### config.mk
export PLATFORM = sky130hd
export DESIGN_NAME = gpio_bank
export DESIGN_NICKNAME = d
export VERILOG_FILES = /design/src/rtl/gpio_bank_pkg.sv /design/src/rtl/gpio_cfg_store.sv /design/src/rtl/gpio_port_regs.sv /design/src/rtl/gpio_pad_ctl.sv /design/src/rtl/gpio_bank.sv
export SDC_FILE = /design/constraint.sdc
export NUM_CORES = 1
export LEC_CHECK = 0
export ABC_CLOCK_PERIOD_IN_PS = 4000
export BUFFER_PORTS_ARGS = -buffer_cell sky130_fd_sc_hd__buf_2
export CAP_MARGIN = 20
export CELL_PAD_IN_SITES_DETAIL_PLACEMENT = 0
export CELL_PAD_IN_SITES_GLOBAL_PLACEMENT = 2
export CORE_UTILIZATION = 32
export CTS_BUF_LIST = sky130_fd_sc_hd__clkbuf_2 sky130_fd_sc_hd__clkbuf_4 sky130_fd_sc_hd__clkbuf_8
export DETAILED_ROUTE_END_ITERATION = 8
export HOLD_SLACK_MARGIN = 0.02
export PLACE_DENSITY_LB_ADDON = 0.2
export SYNTH_ARGS = -nofsm -noshare
export SYNTH_HDL_FRONTEND = slang
export SYNTH_SLANG_ARGS = --single-unit
### constraint.sdc
create_clock -name clk -period 4 [get_ports clk]
set_clock_uncertainty 0.2 [all_clocks]
set_input_delay 0.8 -clock clk [delete_from_list [all_inputs] [get_ports clk]]
set_output_delay 0.8 -clock clk [all_outputs]
set_load 0.1 [all_outputs]
### src/rtl/gpio_bank_pkg.sv
package gpio_bank_pkg;

  localparam int unsigned BUS_AW = 4;
  localparam int unsigned BYTE_W = 8;

  // Per-pin settings; bit 0 is drive enable, bit 1 push-pull, bit 2 pull-up.
  typedef struct packed {
    logic pull_up;
    logic push_pull;
    logic drive_en;
  } pin_cfg_t;

  localparam int unsigned CFG_W = $bits(pin_cfg_t);

  // Maps a bus address to {hit, port[1:0]}; offsets are not evenly spaced.
  function automatic logic [2:0] port_of_addr(input logic [BUS_AW-1:0] a);
    case (a)
      4'h0:    return 3'b100;
      4'h4:    return 3'b101;
      4'h8:    return 3'b110;
      4'hA:    return 3'b111;
      default: return 3'b000;
    endcase
  endfunction

endpackage

### src/rtl/gpio_cfg_store.sv
module gpio_cfg_store
  import gpio_bank_pkg::*;
#(
  parameter int unsigned NUM_PINS = 29
) (
  input  logic                     clk,
  input  logic                     rst_n,
  input  logic                     sel_wr,
  input  logic                     conf_wr,
  input  logic [BYTE_W-1:0]        wdata,
  output logic [BYTE_W-1:0]        rdata,
  output pin_cfg_t [NUM_PINS-1:0]  cfg
);

  localparam int unsigned PIN_W = $clog2(NUM_PINS);

  logic [BYTE_W-1:0]       sel_q, sel_d;
  pin_cfg_t [NUM_PINS-1:0] cfg_q, cfg_d;
  logic [6:0]              sel_wide;
  logic                    sel_valid;
  logic [PIN_W-1:0]        sel_idx;

  assign sel_wide  = {1'b0, sel_q[6:4], sel_q[2:0]};
  assign sel_valid = !sel_q[7] && !sel_q[3] && (32'(sel_wide) < NUM_PINS);
  assign sel_idx   = sel_wide[PIN_W-1:0];

  always_comb begin
    sel_d = sel_q;
    cfg_d = cfg_q;
    if (sel_wr) sel_d = wdata;
    if (conf_wr && sel_valid) cfg_d[sel_idx] = pin_cfg_t'(wdata[CFG_W-1:0]);
  end

  always_ff @(posedge clk or negedge rst_n) begin
    if (!rst_n) begin
      sel_q <= '0;
      cfg_q <= '0;
    end else begin
      sel_q <= sel_d;
      cfg_q <= cfg_d;
    end
  end

  assign rdata = sel_valid ? {{(BYTE_W-CFG_W){1'b0}}, cfg_q[sel_idx]} : '0;
  assign cfg   = cfg_q;

  // an unmapped select code shields every pin
  a_r4_invalid_sel_no_write: assert property (@(posedge clk) disable iff (!rst_n)
    (conf_wr && !sel_valid) |=> $stable(cfg_q));

  // the write lands on the pin selected before the cycle
  a_r5_old_select_wins: assert property (@(posedge clk) disable iff (!rst_n)
    (conf_wr && sel_valid) |=> (cfg_q[$past(sel_idx)] == $past(wdata[CFG_W-1:0])));

endmodule

### src/rtl/gpio_port_regs.sv
module gpio_port_regs
  import gpio_bank_pkg::*;
#(
  parameter int unsigned NUM_PINS = 29
) (
  input  logic                clk,
  input  logic                rst_n,
  input  logic [BUS_AW-1:0]   addr,
  input  logic [BYTE_W-1:0]   wdata,
  input  logic                wr,
  input  logic                rd,
  input  logic [NUM_PINS-1:0] drive_en,
  input  logic [NUM_PINS-1:0] pad_in,
  output logic [NUM_PINS-1:0] out_val,
  output logic [BYTE_W-1:0]   rdata
);

  localparam int unsigned NUM_PORTS = (NUM_PINS + BYTE_W - 1) / BYTE_W;
  localparam int unsigned PAD_W     = NUM_PORTS * BYTE_W;

  logic [2:0]          dec;
  logic                hit;
  logic [1:0]          port;
  logic [NUM_PINS-1:0] out_q, out_d;
  logic [NUM_PINS-1:0] level;
  logic [PAD_W-1:0]    level_pad;
  logic [BYTE_W-1:0]   rd_byte;
  logic [BYTE_W-1:0]   rdata_q, rdata_d;

  assign dec  = port_of_addr(addr);
  assign port = dec[1:0];
  assign hit  = dec[2] && (32'(port) < NUM_PORTS);

  for (genvar i = 0; i < NUM_PINS; i++) begin : g_latch
    assign out_d[i] = (wr && hit && (port == 2'(i / BYTE_W))) ?
                      wdata[i % BYTE_W] : out_q[i];
  end

  assign level     = (drive_en & out_q) | (~drive_en & pad_in);
  assign level_pad = PAD_W'(level);
  assign rd_byte   = hit ? level_pad[port*BYTE_W +: BYTE_W] : '0;

  always_comb begin
    rdata_d = rdata_q;
    if (rd) rdata_d = rd_byte;
  end

  always_ff @(posedge clk or negedge rst_n) begin
    if (!rst_n) begin
      out_q   <= '0;
      rdata_q <= '0;
    end else begin
      out_q   <= out_d;
      rdata_q <= rdata_d;
    end
  end

  assign out_val = out_q;
  assign rdata   = rdata_q;

  // a port 0 write loads the whole byte
  a_r7_port0_load: assert property (@(posedge clk) disable iff (!rst_n)
    (wr && addr == 4'h0) |=> (out_q[BYTE_W-1:0] == $past(wdata)));

  // read data holds without a read strobe
  a_r11_rdata_hold: assert property (@(posedge clk) disable iff (!rst_n)
    !rd |=> $stable(rdata_q));

  // unmapped writes leave every latch alone
  a_r6_unmapped_write: assert property (@(posedge clk) disable iff (!rst_n)
    (wr && !hit) |=> $stable(out_q));

endmodule

### src/rtl/gpio_pad_ctl.sv
module gpio_pad_ctl
  import gpio_bank_pkg::*;
#(
  parameter int unsigned NUM_PINS = 29
) (
  input  logic                    clk,
  input  logic                    rst_n,
  input  pin_cfg_t [NUM_PINS-1:0] cfg,
  input  logic [NUM_PINS-1:0]     out_val,
  output logic [NUM_PINS-1:0]     drive_en,
  output logic [NUM_PINS-1:0]     pad_out,
  output logic [NUM_PINS-1:0]     pad_oe,
  output logic [NUM_PINS-1:0]     pad_pp,
  output logic [NUM_PINS-1:0]     pad_pu
);

  for (genvar i = 0; i < NUM_PINS; i++) begin : g_pin
    assign drive_en[i] = cfg[i].drive_en;
    assign pad_pp[i]   = cfg[i].push_pull;
    assign pad_pu[i]   = cfg[i].pull_up;
    assign pad_out[i]  = out_val[i];
    assign pad_oe[i]   = cfg[i].drive_en & (cfg[i].push_pull | ~out_val[i]);

    // open-drain pin with latch 1 is released
    a_r9_od_release: assert property (@(posedge clk) disable iff (!rst_n)
      (!cfg[i].push_pull && out_val[i]) |-> !pad_oe[i]);
  end

endmodule

### src/rtl/gpio_bank.sv
module gpio_bank
  import gpio_bank_pkg::*;
#(
  parameter int unsigned NUM_PINS = 29
) (
  input  logic                clk,
  input  logic                rst_n,
  input  logic [3:0]          bus_addr,
  input  logic [7:0]          bus_wdata,
  input  logic                bus_wr,
  input  logic                bus_rd,
  output logic [7:0]          bus_rdata,
  input  logic                cfg_sel_wr,
  input  logic                cfg_conf_wr,
  input  logic [7:0]          cfg_wdata,
  output logic [7:0]          cfg_rdata,
  input  logic [NUM_PINS-1:0] pad_in,
  output logic [NUM_PINS-1:0] pad_out,
  output logic [NUM_PINS-1:0] pad_oe,
  output logic [NUM_PINS-1:0] pad_pp,
  output logic [NUM_PINS-1:0] pad_pu
);

  logic [1:0]              rst_sync;
  logic                    rst_n_int;
  pin_cfg_t [NUM_PINS-1:0] cfg;
  logic [NUM_PINS-1:0]     out_val;
  logic [NUM_PINS-1:0]     drive_en;

  always_ff @(posedge clk or negedge rst_n) begin
    if (!rst_n) rst_sync <= 2'b00;
    else        rst_sync <= {rst_sync[0], 1'b1};
  end
  assign rst_n_int = rst_sync[1];

  gpio_cfg_store #(.NUM_PINS(NUM_PINS)) u_cfg (
    .clk     (clk),
    .rst_n   (rst_n_int),
    .sel_wr  (cfg_sel_wr),
    .conf_wr (cfg_conf_wr),
    .wdata   (cfg_wdata),
    .rdata   (cfg_rdata),
    .cfg     (cfg)
  );

  gpio_port_regs #(.NUM_PINS(NUM_PINS)) u_ports (
    .clk      (clk),
    .rst_n    (rst_n_int),
    .addr     (bus_addr),
    .wdata    (bus_wdata),
    .wr       (bus_wr),
    .rd       (bus_rd),
    .drive_en (drive_en),
    .pad_in   (pad_in),
    .out_val  (out_val),
    .rdata    (bus_rdata)
  );

  gpio_pad_ctl #(.NUM_PINS(NUM_PINS)) u_pads (
    .clk      (clk),
    .rst_n    (rst_n_int),
    .cfg      (cfg),
    .out_val  (out_val),
    .drive_en (drive_en),
    .pad_out  (pad_out),
    .pad_oe   (pad_oe),
    .pad_pp   (pad_pp),
    .pad_pu   (pad_pu)
  );

endmodule

==> results of run 1 <==
power groups by stage:
stage / Sequential [µW] / Clock, µW / Combinational [µW]
6_report: 1760 / 1110 / 1850
5_1_grt: 1790 / 1200 / 1910
4_1_cts: 1760 / 1140 / 1860
3_5_place_dp: 1790 / 0 / 1850
3_3_place_gp: 1790 / 0 / 1850
2_1_floorplan: 2240 / 0 / 1110
state kept, by name, summed over array words and instances (netlist names):
register / flops
u_cfg.cfg: 87
u_ports.out_val: 29
u_cfg.sel_q: 8
u_ports.rdata: 8
rst_sync: 2
area by class of cell:
type | instances | area share (%)
Inverter | 32 | 1.42
Tap cell | 280 | 4.16
Multi-Input combinational cell | 382 | 38.3
Sequential cell | 134 | 39.8
Clock buffer | 28 | 4.05
Timing Repair Buffer | 190 | 11.7
Clock inverter | 3 | 0.505
metal layers:
metal	share of wire, %	routed length [µm]
met1	44	10100
met2	49	11300
met3	5.6	1290
met4	1.8	418
met5	0	0
cells by family (layout without fill, tap and decap cells):
group,count (synthesis),after routing
multiplexers,177,177
AND/OR/NAND/NOR,113,113
other,2,6
flip-flops,134,134
buffers and inverters,120,253
AO/OA/AOI/OAI,86,86
synthesized netlist by cell type, types with 3 or more instances:
| cell | n | area (µm²) |
|---|---|---|
| sky130_fd_sc_hd__a211oi_1 | 7 | 52.6 |
| sky130_fd_sc_hd__a21boi_0 | 29 | 218 |
| sky130_fd_sc_hd__a22oi_1 | 6 | 45.0 |
| sky130_fd_sc_hd__a31oi_1 | 3 | 18.8 |
| sky130_fd_sc_hd__and2_1 | 3 | 18.8 |
| sky130_fd_sc_hd__buf_2 | 7 | 35.0 |
| sky130_fd_sc_hd__buf_4 | 63 | 473 |
| sky130_fd_sc_hd__clkbuf_1 | 17 | 63.8 |
| sky130_fd_sc_hd__dfrtp_1 | 134 | 3350 |
| sky130_fd_sc_hd__inv_1 | 31 | 116 |
| sky130_fd_sc_hd__mux2_1 | 8 | 90.1 |
| sky130_fd_sc_hd__mux2_2 | 114 | 1280 |
| sky130_fd_sc_hd__mux2i_1 | 48 | 480 |
| sky130_fd_sc_hd__mux4_2 | 7 | 158 |
| sky130_fd_sc_hd__nand2_1 | 38 | 143 |
| sky130_fd_sc_hd__nand2b_1 | 4 | 25.0 |
| sky130_fd_sc_hd__nand3_1 | 15 | 75.1 |
| sky130_fd_sc_hd__nor2_1 | 19 | 71.3 |
| sky130_fd_sc_hd__nor2_4 | 4 | 45.0 |
| sky130_fd_sc_hd__nor2b_1 | 9 | 56.3 |
| sky130_fd_sc_hd__nor3_1 | 7 | 35.0 |
| sky130_fd_sc_hd__o21ai_0 | 17 | 85.1 |
| sky130_fd_sc_hd__o22ai_1 | 9 | 56.3 |
| sky130_fd_sc_hd__o2bb2ai_1 | 7 | 61.3 |
worst max-delay path, stage by stage (launching register included):
cell and delay (ns):
sky130_fd_sc_hd__dfrtp_2 0.81, sky130_fd_sc_hd__buf_4 0.34, sky130_fd_sc_hd__mux2i_1 0.12, sky130_fd_sc_hd__o22ai_1 0.15, sky130_fd_sc_hd__o21ai_0 0.12, sky130_fd_sc_hd__a31oi_1 0.30
sky130_fd_sc_hd__buf_2 0.49
what timing repair did:
action | 4_1_cts | 5_1_grt
endpoints found under the setup margin | 0 | 1
resized for setup | 0 | 1
hold buffers | 1 | 0
endpoints found under the hold margin | 2 | 0
path summary, 6_finish.rpt:
kind	start	to	slack, ns
min in group clk	rst_sync[0]$_DFF_PN0_	rst_sync[1]$_DFF_PN0_	0.16
hold / removal	rst_sync[1]$_DFF_PN0_	u_cfg.cfg[14]$_DFFE_PN0P_	0.15
setup / recovery	u_cfg.sel_q[1]$_DFFE_PN0P_	cfg_rdata[0]	0.20
hold reg to reg	rst_sync[1]$_DFF_PN0_	u_cfg.cfg[14]$_DFFE_PN0P_	0.15
setup reg to reg	u_cfg.sel_q[6]$_DFFE_PN0P_	u_cfg.cfg[11]$_DFFE_PN0P_	1.27
max in group asynchronous	rst_sync[1]$_DFF_PN0_	u_cfg.cfg[75]$_DFFE_PN0P_	2.54
through the flow:
| step | worst slack, ns | std cells | total power [µW] |
|---|---|---|---|
| after CTS | 0.124 | 1049 | 4760 |
| after global routing | 0.0112 | 1049 | 4900 |
| final | 0.198 | 1049 | 4720 |
| after detailed placement | 0.621 | 1017 | 3640 |
| after floorplan | 0.0137 | 636 | 3350 |
| after global placement | 0.669 | 1017 | 3630 |
==> flow_summary.yaml, run 1 <==
logic_synthesis:
  synth-edff-count: 0
  mean_instance_size_in_the_synthesized_netlist_um2: 11.5
  synth_fa_ha_area_share_pct: 0
  synthXorXnorAreaFrac_pct: 0
  synthesized_area_um2: 7260
  synth_warnings: 0
  yosys.cell_types.count: 44
  synth.mux.area_fraction_pct: 27.7
  synth.ff_latch_count: 134
  yosys_most_used_dff: "sky130_fd_sc_hd__dfrtp_1"
  netlist_instances: 632
  synth_compound_area_share_pct: 8.25
  synth_simple_gate_area_share_pct: 8.18
  largest_family_of_logic_cells_by_synthesized_area: "multiplexers"
  seq_area_frac_synth_pct: 46.2
  synth-async-reset-ratio_pct: 100
timing:
  finalWorstPathRequiredPeriod_ns: 3.80
  slew_headroom_pct: 44.5
  min_period_over_period_pct: 95.1
  slew_viol_final: 0
  fmax_mhz: 263
  hold_viol: 0
  hold-worst-slack_ns: 0.154
  grt_setup_unrepaired: "false"
  timing.setup.tns_ns: 0
  final-setup-viol-count: 0
  max_slew.worst_pin.slew_ns: 0.826
clock_tree:
  ctsHtreeMaxLevel: 4
  cts.sink_count: 134
  clock_tree.buffer_depth: 2
  cts_root_buffer: "sky130_fd_sc_hd__clkbuf_8"
  cts_tree: "built"
  clkTransAtPathRegs_ns: 0.08
  tritoncts.num_buffers: 17
  cts_setup_buffers: 0
  worst_skew_pair.late_latency_ns: 0.45
grt:
  global_route.usage.met1_pct: 26.4
  grtUsageTotal_pct: 20.6
  pin_count_of_the_biggest_net_entering_global_routing: 86
  grtUsageMet2_pct: 34.4
  initial_antenna_violation_count: 0
  global_route.peak_usage_layer: "met2"
  overflow: 0
  grt_first_pass_wirelength_mm: 35.7
  global_route.usage.met3_pct: 4.38
  vias_in_the_first_global_route: 5677
worst_hold_path:
  timing.hold.worst.class: "flop to async pin"
status:
  status: "complete, but fails checks"
  failed_checks: "design-rule violations"
power_and_ir_drop:
  worst_ir_drop_vdd_v: 0.000273
  cellInternalPower_uw: 2480
  switching_share_pct: 47.4
  power.clock.fraction_pct: 23.6
  pwr_density_cell_nw_per_um2: 560
  leakagePower_uw: 0.00408
  p_switching_uw: 2240
  seq_pwr_share_pct: 37.3
  power_frac_comb_pct: 39.1
route:
  num_vias: 5296
  avgViaCountPerCell: 5.05
  drt_pre_antenna_iters: 8
  wire_per_inst_um: 22.1
  routed_wl_mm: 23.2
  antenna_left: 0
  drt_drc_violations_left: 8
  drt_iter0_drc: 335
layout:
  ff_latch_area_um2: 3360
  number_of_filler_cells_placed_in_the_layout: 2210
  final_cell_mix: "sky130_fd_sc_hd__buf_2, sky130_fd_sc_hd__dfrtp_1, sky130_fd_sc_hd__mux2_2, sky130_fd_sc_hd__mux2i_1, sky130_fd_sc_hd__nand2_1"
  fin_util_pct: 38.3
  antennaDiodeCount: 0
  most_common_cell_after_layout_fill_and_taps_aside: "sky130_fd_sc_hd__buf_2"
  layout-drive-gt1-share_pct: 46.0
  multiInputGateArea_um2: 3230
  area.growth.synth_to_final_pct: 16.1
  final_cell_area_um2: 8430
  final_net_count: 812
setup_path:
  critical_path_start_end_classification: "flop to primary output"
  critPathLaunchType: "flop"
  cp_data_arrival_time_ns: 2.80
  end_kind: "primary output"
  path_depth_of_the_worst_reg2reg_path: 5
  worst-endpoint-required_ns: 3.00
  worst-path-max-fanout: 22
placed_design:
  finalWeightedCongestion: 0.854
  numPortBuffers: 181
  place_hpwl_mm: 18.1
  post_dp_cell_area_um2: 8040
floorplan:
  floorplan.die.width_um: 153
  die_height_um: 153
  fp-row-count: 54
  die_area_um2: 23300
  core-area_um2: 22000
  starting_density_pct: 33.0
  io_pins: 187
job:
  cap_viol_max_count: 0
Note: power is estimated with default switching activity, not from simulation.
==> run 2, diff against run 1 <==
--- a/config.mk
+++ b/config.mk
@@ -11,6 +11,6 @@
 export CELL_PAD_IN_SITES_DETAIL_PLACEMENT = 0
 export CELL_PAD_IN_SITES_GLOBAL_PLACEMENT = 2
-export CORE_UTILIZATION = 32
-export CTS_BUF_LIST = sky130_fd_sc_hd__clkbuf_2 sky130_fd_sc_hd__clkbuf_4 sky130_fd_sc_hd__clkbuf_8
+export CORE_UTILIZATION = 31
+export CTS_BUF_LIST = sky130_fd_sc_hd__clkbuf_16
 export DETAILED_ROUTE_END_ITERATION = 8
 export HOLD_SLACK_MARGIN = 0.02
==> constraint.sdc (replaced) <==
create_clock -name clk -period 4 [get_ports clk]
set_clock_uncertainty 0.2 [all_clocks]
set_input_delay 0.8 -clock clk [delete_from_list [all_inputs] [get_ports clk]]
set_output_delay 0.8 -clock clk [all_outputs]
set_load 0.02 [all_outputs]
==> run 2 against run 1 <==
The run now ends clean. Die area grew 3.2%. Sequential cell count unchanged. Final cell count grew 2.9%. Wire length decreased by 1.2%. Critical path type unchanged. Critical endpoint is now cfg_rdata[2]. Largest cell class unchanged.
==> flow_summary.yaml, run 2 (synthesis gave the netlist of run 1 again) <==
status:
  status: "completed"
setup_path:
  r2r_setup_slack_ns: 0.91
  cp_slowest_cell: "sky130_fd_sc_hd__dfrtp_1"
  path_depth_of_the_worst_reg2reg_path: 4
  critPathLaunchType: "flop"
  crit_path_cell_trace: "mux4_2 > nand2_1 > o211ai_1 > a221oi_1 > a31oi_1 > buf_2"
  critical_path_start_end_classification: "flop to primary output"
  worst-path-max-fanout: 20
  reg2reg_end: "u_cfg.cfg[77]$_DFFE_PN0P_"
  critPathMaxStageDelay_ns: 0.93
  cp_data_arrival_time_ns: 2.71
  rr_startpoint: "u_cfg.sel_q[0]$_DFFE_PN0P_"
  end_kind: "primary output"
  worst-endpoint-required_ns: 3.00
  critPathLaunch: "u_cfg.sel_q[0]$_DFFE_PN0P_"
clock_tree:
  cts_root_buffer: "sky130_fd_sc_hd__clkbuf_16"
  cts_tree: "built"
  clock_tree.buffer_depth: 2
  cts.sink_count: 134
  post_cts_resize_count: 0
  tritoncts.num_buffers: 17
  cts_setup_buffers: 0
  ctsHtreeMaxLevel: 4
  worst_skew_pair.late_latency_ns: 0.42
  hold_buffers: 1
  clkTransAtPathRegs_ns: 0.06
route:
  drt_pre_antenna_iters: 4
  num_vias: 5213
  antenna_left: 0
  met1_length_mm: 11.1
  routed_wl_mm: 22.9
  avgViaCountPerCell: 4.83
  met3_length_mm: 1.09
  wire_per_inst_um: 21.2
  met2RoutedLength_mm: 10.5
  drt_drc_violations_left: 0
  routed.top_layer: "met4"
  drt_iter0_drc: 245
power_and_ir_drop:
  worst_ir_drop_vdd_v: 0.000192
  leakagePower_uw: 0.00409
  pwr_density_cell_nw_per_um2: 460
floorplan:
  floorplan.die.width_um: 155
  core-area_um2: 22800
  starting_density_pct: 31.9
  io_pins: 187
  die_area_um2: 24000
  die_height_um: 155
  fp-row-count: 55
placed_design:
  finalWeightedCongestion: 0.825
  place_ws_ns: 0.686
  placed_cells_incl_taps: 1047
  place_hpwl_mm: 18.0
  numPortBuffers: 181
worst_hold_path:
  timing.hold.worst_path_depth: 0
  whs_endpoint: "rst_sync[1]$_DFF_PN0_"
  holdCritStartpoint: "rst_sync[0]$_DFF_PN0_"
  timing.hold.worst.class: "flop to flop"
layout:
  largest_register_ff_count: 87
  finalNonFillerCells: 1079
  most_common_cell_after_layout_fill_and_taps_aside: "sky130_fd_sc_hd__buf_2"
  antennaDiodeCount: 0
  area.growth.synth_to_final_pct: 18.1
  final_net_count: 809
  final_cell_mix: "sky130_fd_sc_hd__buf_2, sky130_fd_sc_hd__dfrtp_1, sky130_fd_sc_hd__mux2_2, sky130_fd_sc_hd__mux2i_1, sky130_fd_sc_hd__nand2_1"
  layout-drive-gt1-share_pct: 44.9
grt:
  pin_count_of_the_biggest_net_entering_global_routing: 66
  initial_antenna_violation_count: 0
  grt_first_pass_wirelength_mm: 34.7
  overflow: 0
  grtUsageTotal_pct: 19.8
  vias_in_the_first_global_route: 5495
timing:
  finalWorstPathRequiredPeriod_ns: 3.71
  timing.setup.tns_ns: 0
  hold_viol: 0
  slew_viol_final: 0
  max_slew.worst_pin.slew_ns: 0.905
  final-setup-viol-count: 0
  grt_setup_unrepaired: "false"
  fmax_mhz: 270
  slew_headroom_pct: 39.7
  worst_slack_ns: 0.291
  min_period_over_period_pct: 92.7
job:
  cap_viol_max_count: 0
[run 2: worst max path at each step]
stage | to | slack (ns) | cells past startpoint
3_3_place_gp | cfg_rdata[0] | 0.68 | 6
5_1_grt | cfg_rdata[0] | 0.08 | 6
4_1_cts | cfg_rdata[2] | 0.21 | 6
6_report | cfg_rdata[2] | 0.29 | 6
2_1_floorplan | cfg_rdata[0] | 1.27 | 7
3_5_place_dp | cfg_rdata[2] | 0.69 | 6
[run 2: layer usage]
layer	GRT usage, %	vias to the layer above
met3	4.32	18
li1	-	2415
met5	0	-
met4	4.43	0
met2	30.5	150
met1	28.3	2630
[run 2: area by class of cell]
cell class | count | area (µm²)
Fill cell | 2318 | 14200
Sequential cell | 134 | 3360
Multi-Input combinational cell | 382 | 3230
Timing Repair Buffer | 187 | 978
Clock buffer | 17 | 425
Tap cell | 313 | 392
Inverter | 32 | 120
Clock inverter | 14 | 72.6
[run 2: critical path, delay by kind of cell (launching register included)]
kind | cells | cell delay [ns]
muxes | 1 | 0.61
and+or+nand+nor | 1 | 0.08
buffers and inverters | 1 | 0.19
DFF | 1 | 0.93
AOI/OAI and AO/OA | 3 | 0.47
[run 2: stage by stage]
stage          power (µW)  util, %  area (µm²)  hold WS [ns]
2_1_floorplan        2330        -        7280         0.131
4_1_cts              3990     37.6        8570         0.160
3_5_place_dp         2630     35.4        8070         0.137
6_report             3940     37.6        8570         0.157
5_1_grt              4140     37.6        8570         0.164
3_3_place_gp         2620     35.4        8070         0.141
[run 2: power by group]
part           total [µW]  internal (µW)  leakage (µW)  switching [µW]
logic                 831            351       0.00210             480
registers            1760           1530       0.00175             239
clock network        1350            767      0.000243             581
==> run 3, diff against run 2 <==
Settings changed: REMOVE_ABC_BUFFERS set to 1.
==> run 3 against run 2 <==
Sequential power hardly changed. Core utilization grew 0.75 points. Fmax grew 0.64%. Die area is the same.
==> flow_summary.yaml, run 3 (synthesis gave the netlist of run 1 again) <==
timing:
  max_slew.worst_pin.slew_ns: 0.823
  grt_setup_unrepaired: "false"
  hold-worst-slack_ns: 0.164
  fmax_mhz: 271
  slew_viol_final: 0
  slew_headroom_pct: 45.2
  finalWorstPathRequiredPeriod_ns: 3.69
  min_period_over_period_pct: 92.1
  hold_viol: 0
  final-setup-viol-count: 0
clock_tree:
  cts.sink_count: 134
  worst_skew_pair.late_latency_ns: 0.43
  clkTransAtPathRegs_ns: 0.06
  tritoncts.num_buffers: 17
  ctsHtreeMaxLevel: 4
  cts_setup_buffers: 0
  cts_tree: "built"
  cts_root_buffer: "sky130_fd_sc_hd__clkbuf_16"
  clock_tree.buffer_depth: 2
grt:
  grtUsageTotal_pct: 20.5
  grt_first_pass_wirelength_mm: 36.1
  pin_count_of_the_biggest_net_entering_global_routing: 59
  overflow: 0
  vias_in_the_first_global_route: 5563
  initial_antenna_violation_count: 0
floorplan:
  io_pins: 187
  floorplan.die.width_um: 155
  fp-row-count: 55
  core-area_um2: 22800
  die_area_um2: 24000
  die_height_um: 155
  starting_density_pct: 31.9
route:
  drt_pre_antenna_iters: 4
  drt_drc_violations_left: 0
  drt_iter0_drc: 188
  antenna_left: 0
  wire_per_inst_um: 21.9
  num_vias: 5309
  avgViaCountPerCell: 4.89
  routed_wl_mm: 23.8
setup_path:
  rr_startpoint: "u_cfg.sel_q[0]$_DFFE_PN0P_"
  critical_path_start_end_classification: "flop to primary output"
  cp_num_buf_inv: 1
  critPathMaxStageDelay_ns: 0.62
  crit_path_cell_trace: "mux4_2 > nand2_1 > o211ai_1 > a221oi_1 > a31oi_1 > buf_2"
  r2r_setup_slack_ns: 1.22
  worst-path-max-fanout: 7
  critPathLaunchType: "flop"
  crit_family: "compound AO/OA/AOI/OAI gates"
  end_kind: "primary output"
  cp_slowest_cell: "sky130_fd_sc_hd__dfrtp_1"
  worst-endpoint-required_ns: 3.00
  cp_data_arrival_time_ns: 2.69
  reg2reg_end: "u_cfg.cfg[40]$_DFFE_PN0P_"
  path_depth_of_the_worst_reg2reg_path: 6
  logic_depth_of_the_worst_path_buffers_included: 6
layout:
  most_common_cell_after_layout_fill_and_taps_aside: "sky130_fd_sc_hd__buf_2"
  final_cell_area_um2: 8740
  largest_register_ff_count: 87
  antennaDiodeCount: 0
  number_of_filler_cells_placed_in_the_layout: 2247
  final_cell_mix: "sky130_fd_sc_hd__buf_2, sky130_fd_sc_hd__dfrtp_1, sky130_fd_sc_hd__mux2_2, sky130_fd_sc_hd__mux2i_1, sky130_fd_sc_hd__nand2_1"
  layout-drive-gt1-share_pct: 45.7
  area.growth.synth_to_final_pct: 20.4
  final_net_count: 815
power_and_ir_drop:
  power_frac_comb_pct: 19.6
  worst_ir_drop_vdd_v: 0.000249
  pwr_density_cell_nw_per_um2: 491
  cellInternalPower_uw: 2980
  seq_pwr_share_pct: 40.8
  switching_share_pct: 30.5
  leakagePower_uw: 0.00419
  p_switching_uw: 1310
  power.clock.fraction_pct: 39.6
placed_design:
  post_dp_cell_area_um2: 8100
  finalWeightedCongestion: 0.805
  numPortBuffers: 181
  place_hpwl_mm: 18.1
job:
  cap_viol_max_count: 0
worst_hold_path:
  whs_endpoint: "rst_sync[1]$_DFF_PN0_"
  holdCritStartpoint: "rst_sync[0]$_DFF_PN0_"
  timing.hold.worst.class: "flop to flop"
  timing.hold.worst_path_depth: 0
status:
  status: "completed"
run 3: changes by cell type in the layout (fill, tap and decap cells not counted), sizes merged:
cell / previous run / this run
clkinvlp: 4 / 0
buf: 186 / 192
inv: 33 / 35
bufinv: 0 / 5
clkinv: 9 / 7
run 3: cell type report:
type	instances	area, µm²	area share [%]
tap	313	392	4.48
timing repair buffer	193	1010	11.6
inverter	32	120	1.37
multi-input combinational	382	3230	36.9
clock buffer	17	425	4.86
sequential	134	3360	38.4
clock inverter	15	210	2.40
run 3: what timing repair did:
item	4_1_cts	5_1_grt
resized for setup	0	0
hold endpoints to repair	2	0
hold buffers	1	0
run 3: power groups by stage:
| stage | clock network (µW) | logic, µW | registers (µW) |
|---|---|---|---|
| detailed placement | 0 | 848 | 1780 |
| floorplan | 0 | 347 | 1880 |
| finish | 1700 | 841 | 1750 |
| global placement | 0 | 840 | 1780 |
| CTS | 1740 | 852 | 1760 |
| global route | 1790 | 907 | 1790 |
run 3: worst reg2reg max path, delay by kind of cell (launching register included):
kind | cells | cell delay, ns
buffers and inverters | 3 | 0.58
multiplexers | 1 | 0.33
AND/OR/NAND/NOR | 2 | 0.94
flip-flops | 1 | 0.62
run 3: through the flow:
stage	power, µW	util [%]	TNS [ns]	instances	worst slack [ns]
after floorplan	2230	-	-27.70	548	-0.210
after global placement	2620	35.6	0	1053	0.770
after detailed placement	2630	35.6	0	1053	0.732
after CTS	4350	38.4	0	1086	0.276
after global routing	4490	38.4	0	1086	0.214
final	4290	38.4	0	1086	0.315
run 3: worst max-delay path by stage:
stage                                    start                  endpoint  slack, ns
floorplan                rst_sync[1]$_DFF_PN0_  u_cfg.cfg[0]$_DFFE_PN0P_      -0.21
global route        u_cfg.sel_q[1]$_DFFE_PN0P_              cfg_rdata[2]       0.21
detailed placement  u_cfg.sel_q[1]$_DFFE_PN0P_              cfg_rdata[2]       0.73
CTS                 u_cfg.sel_q[0]$_DFFE_PN0P_              cfg_rdata[2]       0.28
global placement    u_cfg.sel_q[0]$_DFFE_PN0P_              cfg_rdata[2]       0.77
finish              u_cfg.sel_q[0]$_DFFE_PN0P_              cfg_rdata[2]       0.31
run 3: metal layers:
layer / global-route usage, % / up-vias / wire, µm
met5: 0 / - / 0
met4: 7.26 / 0 / 382
met3: 4.87 / 18 / 1540
met2: 32.3 / 194 / 10900
met1: 27.6 / 2656 / 11000
li1: - / 2441 / -
